File: src/rtl/twophase_scan_pkg.sv
package twophase_scan_pkg;

    // Sequencer steps; every non-idle step lasts STEP_CLKS system clocks.
    typedef enum logic [3:0] {
        PH_IDLE       = 4'd0,
        PH_CAP_ARM    = 4'd1,
        PH_CAP_PHI_HI = 4'd2,
        PH_CAP_PHI_LO = 4'd3,
        PH_CAP_PHB_HI = 4'd4,
        PH_CAP_PHB_LO = 4'd5,
        PH_CAP_DISARM = 4'd6,
        PH_SET_BIT    = 4'd7,
        PH_PHI_HI     = 4'd8,
        PH_PHI_LO     = 4'd9,
        PH_PHB_HI     = 4'd10,
        PH_PHB_LO     = 4'd11,
        PH_COMMIT_HI  = 4'd12,
        PH_COMMIT_LO  = 4'd13
    } phase_e;

    // Pin levels that depend only on the sequencer step.
    typedef struct packed {
        logic capture;
        logic shadow;
        logic phib;
        logic phi;
    } pins_t;

endpackage

File: src/rtl/twophase_scan_timer.sv
module twophase_scan_timer #(
    parameter int STEP_CLKS = 2
) (
    input  logic clk,
    input  logic rst_n,
    input  logic restart_i,
    output logic expired_o
);
    localparam int TW = (STEP_CLKS > 1) ? $clog2(STEP_CLKS) : 1;
    localparam logic [TW-1:0] RELOAD = TW'(STEP_CLKS - 1);

    logic [TW-1:0] cnt_d, cnt_q;

    always_comb begin
        cnt_d = cnt_q;
        if (restart_i) begin
            cnt_d = RELOAD;
        end else if (cnt_q != '0) begin
            cnt_d = cnt_q - 1'b1;
        end
    end

    always_ff @(posedge clk or negedge rst_n) begin
        if (!rst_n) begin
            cnt_q <= '0;
        end else begin
            cnt_q <= cnt_d;
        end
    end

    assign expired_o = (cnt_q == '0);
endmodule

File: src/rtl/twophase_scan_bitcnt.sv
module twophase_scan_bitcnt #(
    parameter int CHAIN_LEN = 12
) (
    input  logic clk,
    input  logic rst_n,
    input  logic clear_i,
    input  logic step_i,
    output logic last_o
);
    localparam int CW = (CHAIN_LEN > 1) ? $clog2(CHAIN_LEN) : 1;
    localparam logic [CW-1:0] LAST = CW'(CHAIN_LEN - 1);

    logic [CW-1:0] cnt_d, cnt_q;

    always_comb begin
        cnt_d = cnt_q;
        if (clear_i) begin
            cnt_d = '0;
        end else if (step_i && (cnt_q != LAST)) begin
            cnt_d = cnt_q + 1'b1;
        end
    end

    always_ff @(posedge clk or negedge rst_n) begin
        if (!rst_n) begin
            cnt_q <= '0;
        end else begin
            cnt_q <= cnt_d;
        end
    end

    assign last_o = (cnt_q == LAST);
endmodule

File: src/rtl/twophase_scan_pins.sv
module twophase_scan_pins
    import twophase_scan_pkg::*;
(
    input  phase_e phase_i,
    output pins_t  pins_o
);
    always_comb begin
        pins_o = '0;
        unique case (phase_i)
            PH_CAP_ARM,
            PH_CAP_PHI_LO,
            PH_CAP_PHB_LO: pins_o.capture = 1'b1;
            PH_CAP_PHI_HI: begin
                pins_o.capture = 1'b1;
                pins_o.phi     = 1'b1;
            end
            PH_CAP_PHB_HI: begin
                pins_o.capture = 1'b1;
                pins_o.phib    = 1'b1;
            end
            PH_PHI_HI:     pins_o.phi    = 1'b1;
            PH_PHB_HI:     pins_o.phib   = 1'b1;
            PH_COMMIT_HI:  pins_o.shadow = 1'b1;
            default:       pins_o = '0;
        endcase
    end
endmodule

File: src/rtl/twophase_scan_ctrl.sv
module twophase_scan_ctrl
    import twophase_scan_pkg::*;
#(
    parameter int CHAIN_LEN = 12,
    parameter int STEP_CLKS = 2
) (
    input  logic                 clk,
    input  logic                 rst_n,
    input  logic                 start_i,
    input  logic                 cmd_read_i,
    input  logic [CHAIN_LEN-1:0] wr_word_i,
    output logic                 busy_o,
    output logic                 done_o,
    output logic [CHAIN_LEN-1:0] rd_word_o,
    output logic                 scan_din_o,
    output logic                 scan_phi_o,
    output logic                 scan_phib_o,
    output logic                 scan_shadow_o,
    output logic                 scan_capture_o,
    input  logic                 scan_dout_i
);
    localparam int N = CHAIN_LEN;

    typedef struct packed {
        phase_e       phase;
        logic         is_read;
        logic [N-1:0] wr_sh;
        logic [N-1:0] rd;
        logic         din;
        pins_t        pins;
        logic         done;
    } regs_t;

    regs_t  r_d, r_q;
    logic   step_expired;
    logic   bit_last;
    logic   accept;
    logic   advance;
    logic   bit_step;
    pins_t  pins_next;
    logic [N-1:0] wr_next;
    logic [N:0]   rd_join;

    twophase_scan_timer #(.STEP_CLKS(STEP_CLKS)) timer_i (
        .clk       (clk),
        .rst_n     (rst_n),
        .restart_i (accept || advance),
        .expired_o (step_expired)
    );

    twophase_scan_bitcnt #(.CHAIN_LEN(CHAIN_LEN)) bitcnt_i (
        .clk     (clk),
        .rst_n   (rst_n),
        .clear_i (accept),
        .step_i  (bit_step),
        .last_o  (bit_last)
    );

    twophase_scan_pins pins_i (
        .phase_i (r_d.phase),
        .pins_o  (pins_next)
    );

    always_comb begin
        r_d      = r_q;
        r_d.done = 1'b0;
        accept   = 1'b0;
        advance  = 1'b0;
        bit_step = 1'b0;
        wr_next  = r_q.wr_sh >> 1;
        rd_join  = {scan_dout_i, r_q.rd};

        if (r_q.phase == PH_IDLE) begin
            // The idle step also lasts one spacing interval before a new start.
            if (start_i && step_expired) begin
                accept    = 1'b1;
                r_d.is_read = cmd_read_i;
                r_d.wr_sh = wr_word_i;
                if (cmd_read_i) begin
                    r_d.phase = PH_CAP_ARM;
                end else begin
                    r_d.phase = PH_SET_BIT;
                    r_d.din   = wr_word_i[0];
                end
            end
        end else if (step_expired) begin
            advance = 1'b1;
            unique case (r_q.phase)
                PH_CAP_ARM:    r_d.phase = PH_CAP_PHI_HI;
                PH_CAP_PHI_HI: r_d.phase = PH_CAP_PHI_LO;
                PH_CAP_PHI_LO: r_d.phase = PH_CAP_PHB_HI;
                PH_CAP_PHB_HI: r_d.phase = PH_CAP_PHB_LO;
                PH_CAP_PHB_LO: r_d.phase = PH_CAP_DISARM;
                PH_CAP_DISARM: begin
                    r_d.phase = PH_SET_BIT;
                    r_d.din   = r_q.wr_sh[0];
                end
                PH_SET_BIT: begin
                    // Slave latch is settled here: take the outgoing bit.
                    r_d.rd    = rd_join[N:1];
                    r_d.phase = PH_PHI_HI;
                end
                PH_PHI_HI:     r_d.phase = PH_PHI_LO;
                PH_PHI_LO:     r_d.phase = PH_PHB_HI;
                PH_PHB_HI:     r_d.phase = PH_PHB_LO;
                PH_PHB_LO: begin
                    bit_step = 1'b1;
                    if (!bit_last) begin
                        r_d.wr_sh = wr_next;
                        r_d.din   = wr_next[0];
                        r_d.phase = PH_SET_BIT;
                    end else if (r_q.is_read) begin
                        r_d.phase = PH_IDLE;
                        r_d.din   = 1'b0;
                        r_d.done  = 1'b1;
                    end else begin
                        r_d.phase = PH_COMMIT_HI;
                    end
                end
                PH_COMMIT_HI:  r_d.phase = PH_COMMIT_LO;
                PH_COMMIT_LO: begin
                    r_d.phase = PH_IDLE;
                    r_d.din   = 1'b0;
                    r_d.done  = 1'b1;
                end
                default: begin
                    r_d.phase = PH_IDLE;
                    r_d.din   = 1'b0;
                end
            endcase
        end

        r_d.pins = pins_next;
    end

    always_ff @(posedge clk or negedge rst_n) begin
        if (!rst_n) begin
            r_q <= '0;
        end else begin
            r_q <= r_d;
        end
    end

    assign busy_o         = (r_q.phase != PH_IDLE) || !step_expired;
    assign done_o         = r_q.done;
    assign rd_word_o      = r_q.rd;
    assign scan_din_o     = r_q.din;
    assign scan_phi_o     = r_q.pins.phi;
    assign scan_phib_o    = r_q.pins.phib;
    assign scan_shadow_o  = r_q.pins.shadow;
    assign scan_capture_o = r_q.pins.capture;
endmodule

File: config.mk
export PLATFORM = sky130hd
export DESIGN_NAME = twophase_scan_ctrl
export DESIGN_NICKNAME = d
export VERILOG_FILES = /design/src/rtl/twophase_scan_pkg.sv /design/src/rtl/twophase_scan_timer.sv /design/src/rtl/twophase_scan_bitcnt.sv /design/src/rtl/twophase_scan_pins.sv /design/src/rtl/twophase_scan_ctrl.sv
export SDC_FILE = /design/constraint.sdc
export NUM_CORES = 1
export LEC_CHECK = 0
export CORE_ASPECT_RATIO = 0.7
export CORE_MARGIN = 10
export CORE_UTILIZATION = 40
export DETAILED_ROUTE_END_ITERATION = 6
export GPL_ROUTABILITY_DRIVEN = 0
export PLACE_DENSITY_LB_ADDON = 0.08
export RECOVER_POWER = 50
export SYNTH_ARGS = -nofsm -noshare
export SYNTH_HDL_FRONTEND = slang
export SYNTH_HIERARCHICAL = 1
export SYNTH_SLANG_ARGS = --single-unit
File: constraint.sdc
create_clock -name clk -period 4.5 [get_ports clk]
set_input_delay 1.35 -clock clk [delete_from_list [all_inputs] [get_ports clk]]
set_output_delay 1.35 -clock clk [all_outputs]
set_load 0.02 [all_outputs]
=== Word level (Yosys, flattened, before mapping) ===
Index checks and enable logic that the tools add are counted.

* Bits in registers: 40
* Input bits: 17
* Output and inout bits: 19
* Word-level logic and storage cells: 99

* $add $sub $neg: 2
* Eq/ne operators: 29
* Mux-type cells: 38
* Bitwise logic cells: 2
* Reductions and logical operators: 16

{| class="wikitable"
|+ Operators with widths
! kind !! count
|-
| $mux 12 || 4
|-
| $pmux 4 s12 || 1
|-
| $eq 4x4->1 const B || 10
|-
| $mux 25 || 1
|-
| $eq 4x3->1 const B || 6
|-
| $mux 4 || 6
|-
| $mux 1 || 22
|-
| $mux 17 || 1
|-
| $eq 4x2->1 const B || 4
|-
| $reduce_or 10->1 || 1
|-
| $eq 4x1->1 const B || 2
|-
| $ne 4x4->1 const B || 2
|-
| $ne 2x1->1 const B || 3
|-
| $reduce_and 5->1 || 1
|-
| $reduce_or 5->1 || 1
|-
| $add 4x1->4 const B || 1
|-
| $logic_not 4->1 || 1
|-
| $ne 2x2->1 const B || 2
|-
| $reduce_and 4->1 || 1
|-
| $reduce_bool 2->1 || 2
|-
| $reduce_bool 4->1 || 1
|-
| $reduce_or 2->1 || 2
|-
| $mux 3 || 1
|-
| $pmux 1 s3 || 1
|-
| other kinds (7) || 10
|}

=== Logic depth before layout (Yosys ltp) ===
Gate-level depths: netlist of the first run.

* Depth after elaboration: 8
* Mapped depth: 8
* Gate-level depth less buffers: 8

=== Cells and area by module ===
The synthesis of the first run kept the hierarchy.

{| class="wikitable"
|+ By module, submodules not included
! module !! instances !! cells an instance !! area an instance (um^2) !! sequential area each (um^2)
|-
| twophase_scan_ctrl || 1 || 164 || 1788.0 || 875.8
|-
| twophase_scan_bitcnt || 1 || 21 || 209.0 || 100.1
|-
| twophase_scan_pins || 1 || 9 || 56.3 || 0.0
|-
| twophase_scan_timer || 1 || 2 || 28.8 || 25.0
|}

=== Worst setup path before layout of the first run ===
Ideal clock, no wire load.

* Path kind: reg2out
* From: register r_q[34] (netlist bit)
* To: output port busy_o
* Arrival: 1.252 ns
* Data required time: 3.150 ns
* Setup slack: 1.898 ns
* Stages on the path, launching flop included: 4
* Path buffers: 1
* Path through: dfrtp_1 > buf_6 > nor4_1 > nand2_1

* Word-level cells in the longest chain between the ends: 2

{| class="wikitable"
|+ Ends and longest elaborated chain
! what !! line !! text
|-
| start: declaration || twophase_scan_ctrl.sv:34 || <nowiki>regs_t r_d, r_q;</nowiki>
|-
| start signal: assignment || twophase_scan_ctrl.sv:140 || <nowiki>r_q <= r_d;</nowiki>
|-
| $reduce_bool 4->1 || twophase_scan_ctrl.sv:144 || <nowiki>assign busy_o = (r_q.phase != PH_IDLE) || !step_expired;</nowiki>
|-
| $logic_or 1x1->1 || twophase_scan_ctrl.sv:144 ||
|-
| end: declaration || twophase_scan_ctrl.sv:12 || <nowiki>output logic busy_o,</nowiki>
|}

No other way between the ends.

=== Final worst setup path of the first run ===
* From: register r_q[33] (netlist bit)
* To: output port busy_o

Same word-level chain as after synthesis.

==> flow_summary_export.csv, run 1 <==
group,metric,value,unit
status,status,"finished, violations left",
status,violations,"capacitance limit, slew limit",
detailed_routing,viasPerCell,5.359,
layout,syn_to_final_growth,15.69,%
pwr,ir_worst_vdd,0.0003013,V
layout,diodes,0,
layout,layout_commonest_cell,"dfrtp_1",
floorplanning,ioPinCount,36,
timing,tightest_slew,2.124,ns
timing,setup_viol,0,
floorplanning,rows,21,
worst_hold_path,hold_path_class,"register to register",
yosys,ys_async_sr_fraction,1.000,
timing,finalSetupTns,0,ns
placement,place_area,2341,um2
clock_tree,clockBufferDepth,2,
detailed_routing,ant_nets,0,
timing,post-route-min-period,3.574,ns
timing,max_freq,279.8,MHz
global_routing,grt_overflow,0,
timing,fin_worst_skew,0.007918,ns
detailed_routing,vias,1522,
clock_tree,ctsRootBufferMaster,"clkbuf_8",
floorplanning,core,4913,um2
layout,drive_above_1_share,0.1488,
clock_tree,h-tree-depth,2,
critical_path,critPathMaxStageDelay,0.68,ns
pwr,combPwrFrac,0.418,
clock_tree,cts_setup_buffers,0,
yosys,synthCells,196,
critical_path,worstPathMaxFanout,17,
pwr,seqPwrFrac,0.419,
yosys,synth_area,2082,um2
critical_path,worstSetupEndpointType,"primary output",
placement,place_hpwl,3073,um
detailed_routing,drtIter0Drc,72,
placement,portBuffers,35,
yosys,synth_top_area_frac,0.4808,
critical_path,crit_required,3.15,ns
timing,rsz0062_at_grt,"no",
detailed_routing,drt-pass1-iter-count,5,
pwr,p_leak,0.9823,nW
floorplanning,die_area,8537,um2
critical_path,slowest_stage,"nor4_1",
yosys,yosysSeqAreaShare,0.4808,
yosys,yosys_warnings,6,
layout,fin_area,2409,um2
pwr,power_density,635.7,nW/um2
critical_path,path_cells,"nor4_1 -> nand2_1 -> clkdlybuf4s50_1",
critical_path,arrival,2.22,ns
clock_tree,clk-insertion-delay-late,0.29,ns
critical_path,path_buf_inv,1,
critical_path,critPathKind,"register to primary output",
run,cap_violations,2,
timing,finalHoldWorstSlack,0.5130,ns
global_routing,grt_pass1_wl,7624,um
clock_tree,cts_resized,0,
pwr,swShare,0.4097,
global_routing,grt_antenna_before_repair,0,
layout,fin_nets,232,
clock_tree,cts_hold_buf,0,
timing,timing.final.crit_share,0.7942,
yosys,yosys_most_used_dff,"dfrtp_1",
timing,slew_headroom,-0.4163,
clock_tree,cts_buffers,5,
timing,slew_violations,56,
yosys,synth_area_per_cell,10.62,um2
timing,finalHoldViolations,0,
yosys,synth_area_leaders,"dfrtp_1, mux2_2, buf_4",
floorplanning,fp.dieH,80.36,um
pwr,p_clk_frac,0.163,
detailed_routing,drt_wl_total,4370,um
layout,final_cell_mix,"dfrtp_1, clkdlybuf4s50_1, nor2_1, mux2_2, a21oi_1",
yosys,synth-edff-count,0,
floorplanning,initial_utilization,0.4237,
critical_path,critPathTopFamily,"simple AND/OR/NAND/NOR gates",
clock_tree,clk_pin_slew,0.08,ns
detailed_routing,wire_per_inst,15.39,um
pwr,internal_power,0.9039,mW
detailed_routing,drc,0,
yosys,synth_cell_type_count,46,
yosys,synth_seq_cells,40,
clock_tree,cts_sinks,40,
floorplanning,die_x,106.2,um
global_routing,grt_pass1_vias,1566,
global_routing,grt_usage,0.1070,
critical_path,critPathLaunchType,"register",
yosys,synth_nets,214,
global_routing,grt_max_degree,41,
yosys,synth_area_leader_cell,"dfrtp_1",
pwr,switchingPower,0.6273,mW
clock_tree,cts_tree,"done",
## layer usage
| metal | GRT usage | wire length (um) |
|---|---|---|
| met5 | 0 | 0 |
| met4 | 0.02830 | 20 |
| met3 | 0.04147 | 264 |
| met2 | 0.1681 | 2001 |
| met1 | 0.1347 | 2084 |
## cell families (layout without fill, tap and decap cells)
kind of cell | after synthesis | in the layout | synth area share
compound gates | 46 | 46 | 0.1569
xor+xnor | 2 | 2 | 0.008415
fa+ha+maj | 1 | 1 | 0.006009
buf+inv | 29 | 48 | 0.09434
flops | 40 | 40 | 0.4808
mux | 16 | 16 | 0.08594
simple gates | 62 | 62 | 0.1677
## synth_stat cells (2+ instances only)
cell type   n
buf_6       3
clkbuf_1    4
mux2_2     15
buf_4      14
nand2_1    12
nand2b_1    2
nand3_1     3
a22oi_1    10
inv_1       5
a21oi_1    13
a21oi_2     7
dfrtp_1    40
o211ai_1    2
nor2_1     18
o21ai_0     6
nand4_1     5
nand3b_1    2
nand4b_1    2
nor3_1      6
## power groups by stage
stage	Clock [mW]	Combinational [mW]	Sequential [mW]
4_1_cts	0.257	0.657	0.640
2_1_floorplan	0	0.580	0.578
5_1_grt	0.273	0.723	0.667
6_report	0.250	0.640	0.641
3_3_place_gp	0	0.639	0.635
3_5_place_dp	0	0.654	0.647
## metrics by stage
stage	utilization	instances	power, mW	setup slack (ns)
after detailed placement	0.4764	276	1.301	1.248
final	0.4902	284	1.531	0.9263
after global placement	0.4764	276	1.274	1.288
after global routing	0.4902	284	1.662	0.7591
after floorplan	-	196	1.158	1.898
after CTS	0.4955	284	1.554	0.9114
## layout make-up
cell class	instances	area, um2
flip-flops and latches	40	1001
clock inverters	1	7.507
multi-input cells	127	864.6
repair buffers	35	344.1
well taps	69	86.33
clock buffers	7	86.33
inverters	5	18.77
fillers	488	2505
## registers in the layout, summed over array words and instances, names as in the netlist
| register | cells |
|---|---|
| scan_shadow_o | 1 |
| timer_i/cnt_q | 1 |
| scan_capture_o | 1 |
| r_q | 17 |
| bitcnt_i/cnt_q | 4 |
| scan_din_o | 1 |
| done_o | 1 |
| rd_word_o | 12 |
| scan_phi_o | 1 |
| scan_phib_o | 1 |
## final timing paths
kind                                     startpoint                        to  cells past startpoint  slack, ns
min in group asynchronous                     rst_n       r_q[21]$_DFFE_PN0P_                      1       1.67
hold reg to reg            rd_word_o[0]$_DFFE_PN0P_  rd_word_o[0]$_DFFE_PN0P_                      1       0.51
setup / recovery                  r_q[33]$_DFF_PN0_                    busy_o                      3       0.93
setup reg to reg                  r_q[31]$_DFF_PN0_      scan_phi_o$_DFF_PN0_                      6       1.46
max in group asynchronous                     rst_n       r_q[19]$_DFFE_PN0P_                      1       1.61
hold / removal             rd_word_o[0]$_DFFE_PN0P_  rd_word_o[0]$_DFFE_PN0P_                      1       0.51
No activity file was read; power rests on OpenSTA's default activity.
==> run 2, diff against run 1 <==
==> constraint.sdc (replaced) <==
create_clock -name clk -period 3.52 [get_ports clk]
set_input_delay 1.056 -clock clk [delete_from_list [all_inputs] [get_ports clk]]
set_output_delay 1.056 -clock clk [all_outputs]
set_load 0.02 [all_outputs]
==> run 2 against run 1 <==
Against the previous run: the run still ends with capacitance limit, slew limit left; first-iteration DRC count increased by 50%; power increased by 35%; global-route usage decreased by 0.36 points; worst hold slack got worse by 0.0015 ns; die area unchanged; sequential power increased by 26%; sequential share of layout area decreased by 1.1 points; critical endpoint unchanged; highest routed layer unchanged.
==> flow_summary_export.csv, run 2 (synthesized netlist as in run 1, its figures left out) <==
group,metric,value,unit
status,status,"finished, violations left",
status,violations,"capacitance limit, slew limit",
detailed_routing,drt_wl_total,4340,um
clock_tree,cts_tree,"done",
placement,portBuffers,35,
pwr,combPwrFrac,0.418,
global_routing,grtUsageMet2,0.1539,
timing,post-route-min-period,3.040,ns
timing,fin_worst_skew,0.006726,ns
layout,fin_util,0.5037,
global_routing,grt_usage,0.1033,
layout,syn_to_final_growth,18.87,%
clock_tree,h-tree-depth,2,
detailed_routing,ant_nets,0,
layout,largest_register_ff_count,17,
timing,rsz0062_at_grt,"no",
detailed_routing,drtIter0Drc,108,
pwr,p_leak,1.034,nW
global_routing,grt_max_degree,41,
global_routing,grt_pass1_vias,1501,
layout,diodes,0,
clock_tree,cts_hold_buf,0,
clock_tree,cts_buffers,5,
detailed_routing,drt-pass1-iter-count,4,
pwr,seqPwrFrac,0.391,
layout,num-fill-cells,452,
clock_tree,clk-insertion-delay-late,0.29,ns
critical_path,rrSetupSlack,1.01,ns
timing,finalSetupTns,0,ns
clock_tree,cts_resized,0,
floorplanning,fp.dieH,80.36,um
floorplanning,rows,21,
worst_hold_path,hold_path_class,"register to register",
global_routing,grt_antenna_before_repair,0,
layout,fin_cells,288,
timing,slew_headroom,-0.4239,
global_routing,globalRouteMet3Util,0.03987,
layout,fin_nets,236,
global_routing,use_met1,0.1365,
critical_path,slowest_stage,"dfrtp_1",
layout,drive_above_1_share,0.1644,
critical_path,crit_path_end,"busy_o",
pwr,internal_power,1.241,mW
run,cap_violations,1,
global_routing,grt_overflow,0,
critical_path,critPathMaxStageDelay,0.57,ns
placement,place_area,2371,um2
clock_tree,clk_pin_slew,0.08,ns
critical_path,arrival,1.98,ns
pwr,swShare,0.3974,
detailed_routing,vias,1521,
layout,fin_area,2475,um2
critical_path,worstPathMaxFanout,17,
clock_tree,cts_setup_buffers,0,
layout,largest_register,"r_q",
timing,finalHoldWorstSlack,0.5116,ns
critical_path,worst_r2r_endpoint,"scan_phi_o$_DFF_PN0_",
critical_path,worstSetupEndpointType,"primary output",
pwr,ir_worst_vdd,0.0005340,V
floorplanning,die_x,106.2,um
critical_path,critPathLaunchType,"register",
detailed_routing,drc,0,
critical_path,path_cells,"nor4_1 -> buf_4 -> nand2_1 -> clkdlybuf4s50_1",
global_routing,grt_pass1_wl,7272,um
timing,tightest_slew,2.136,ns
placement,place_hpwl,3076,um
layout,final_cell_mix,"dfrtp_1, clkdlybuf4s50_1, nor2_1, mux2_2, a21oi_1",
timing,setup_viol,0,
critical_path,rr_worst_depth,7,
floorplanning,die_area,8537,um2
timing,timing.final.crit_share,0.8638,
floorplanning,core,4913,um2
detailed_routing,wire_per_inst,15.07,um
global_routing,busiest_layer,"met2",
pwr,switchingPower,0.8188,mW
critical_path,startpoint,"r_q[33]$_DFF_PN0_",
clock_tree,clockBufferDepth,2,
layout,layout_commonest_cell,"dfrtp_1",
critical_path,critPathKind,"register to primary output",
critical_path,crit_required,2.46,ns
placement,dp_cells,280,
clock_tree,cts_sinks,40,
detailed_routing,viasPerCell,5.281,
timing,slew_violations,41,
timing,finalHoldViolations,0,
pwr,power_density,832.5,nW/um2
floorplanning,ioPinCount,36,
critical_path,r2r_start,"r_q[31]$_DFF_PN0_",
clock_tree,ctsRootBufferMaster,"clkbuf_8",
pwr,p_clk_frac,0.190,
timing,max_freq,328.9,MHz
floorplanning,initial_utilization,0.4237,
run 2: per-layer routing:
| layer | up-vias | wire length [um] |
|---|---|---|
| met3 | 4 | 256 |
| li1 | 739 | - |
| met5 | - | 0 |
| met4 | 0 | 34 |
| met1 | 729 | 2125 |
| met2 | 49 | 1922 |
run 2: worst max-delay path: cells and delay by family, from the launching register on:
family / cells / cell delay (ns)
buf+inv: 2 / 0.73
flops: 1 / 0.57
simple gates: 2 / 0.39
run 2: how the worst min path moves through the flow:
stage                                          from                        to  slack (ns)  depth (start not counted)
final                      rd_word_o[0]$_DFFE_PN0P_  rd_word_o[0]$_DFFE_PN0P_        0.51                          1
after global routing      rd_word_o[10]$_DFFE_PN0P_  rd_word_o[9]$_DFFE_PN0P_        0.55                          1
after CTS                  rd_word_o[0]$_DFFE_PN0P_  rd_word_o[0]$_DFFE_PN0P_        0.52                          1
after detailed placement   rd_word_o[0]$_DFFE_PN0P_  rd_word_o[0]$_DFFE_PN0P_        0.50                          1
after global placement     rd_word_o[0]$_DFFE_PN0P_  rd_word_o[0]$_DFFE_PN0P_        0.49                          1
after floorplan                 r_q[18]$_DFFE_PN0P_       r_q[18]$_DFFE_PN0P_        0.47                          1
run 2: metrics by stage:
stage,total power [mW],worst slack [ns]
2_1_floorplan,1.480,1.212
3_3_place_gp,1.651,0.8031
3_5_place_dp,1.684,0.7312
4_1_cts,2.087,0.4691
5_1_grt,2.208,0.3369
6_report,2.060,0.4795
run 2: power by group through the flow:
stage	Clock (mW)	Combinational [mW]	Sequential, mW
floorplan	0	0.741	0.739
global placement	0	0.850	0.801
detailed placement	0	0.875	0.809
CTS	0.406	0.878	0.802
global route	0.422	0.957	0.828
finish	0.392	0.862	0.806
run 2: final cells by class:
type / instances / area, um2 / share of cell area
clock inverters: 2 / 38.79 / 0.01567
clock buffers: 6 / 82.58 / 0.03337
multi-input cells: 127 / 877.1 / 0.3544
inverters: 5 / 18.77 / 0.007583
repair buffers: 39 / 370.4 / 0.1496
well taps: 69 / 86.33 / 0.03488
flip-flops and latches: 40 / 1001 / 0.4044
==> run 3, diff against run 2 <==
--- a/config.mk
+++ b/config.mk
@@ -12,6 +12,7 @@
 export GPL_ROUTABILITY_DRIVEN = 0
 export PLACE_DENSITY_LB_ADDON = 0.08
 export RECOVER_POWER = 50
+export SLEW_MARGIN = 20
 export SYNTH_ARGS = -nofsm -noshare
 export SYNTH_HDL_FRONTEND = slang
 export SYNTH_HIERARCHICAL = 1
==> results of run 3 <==
No change in the layout: final DEF, timing and power equal those of run 2.
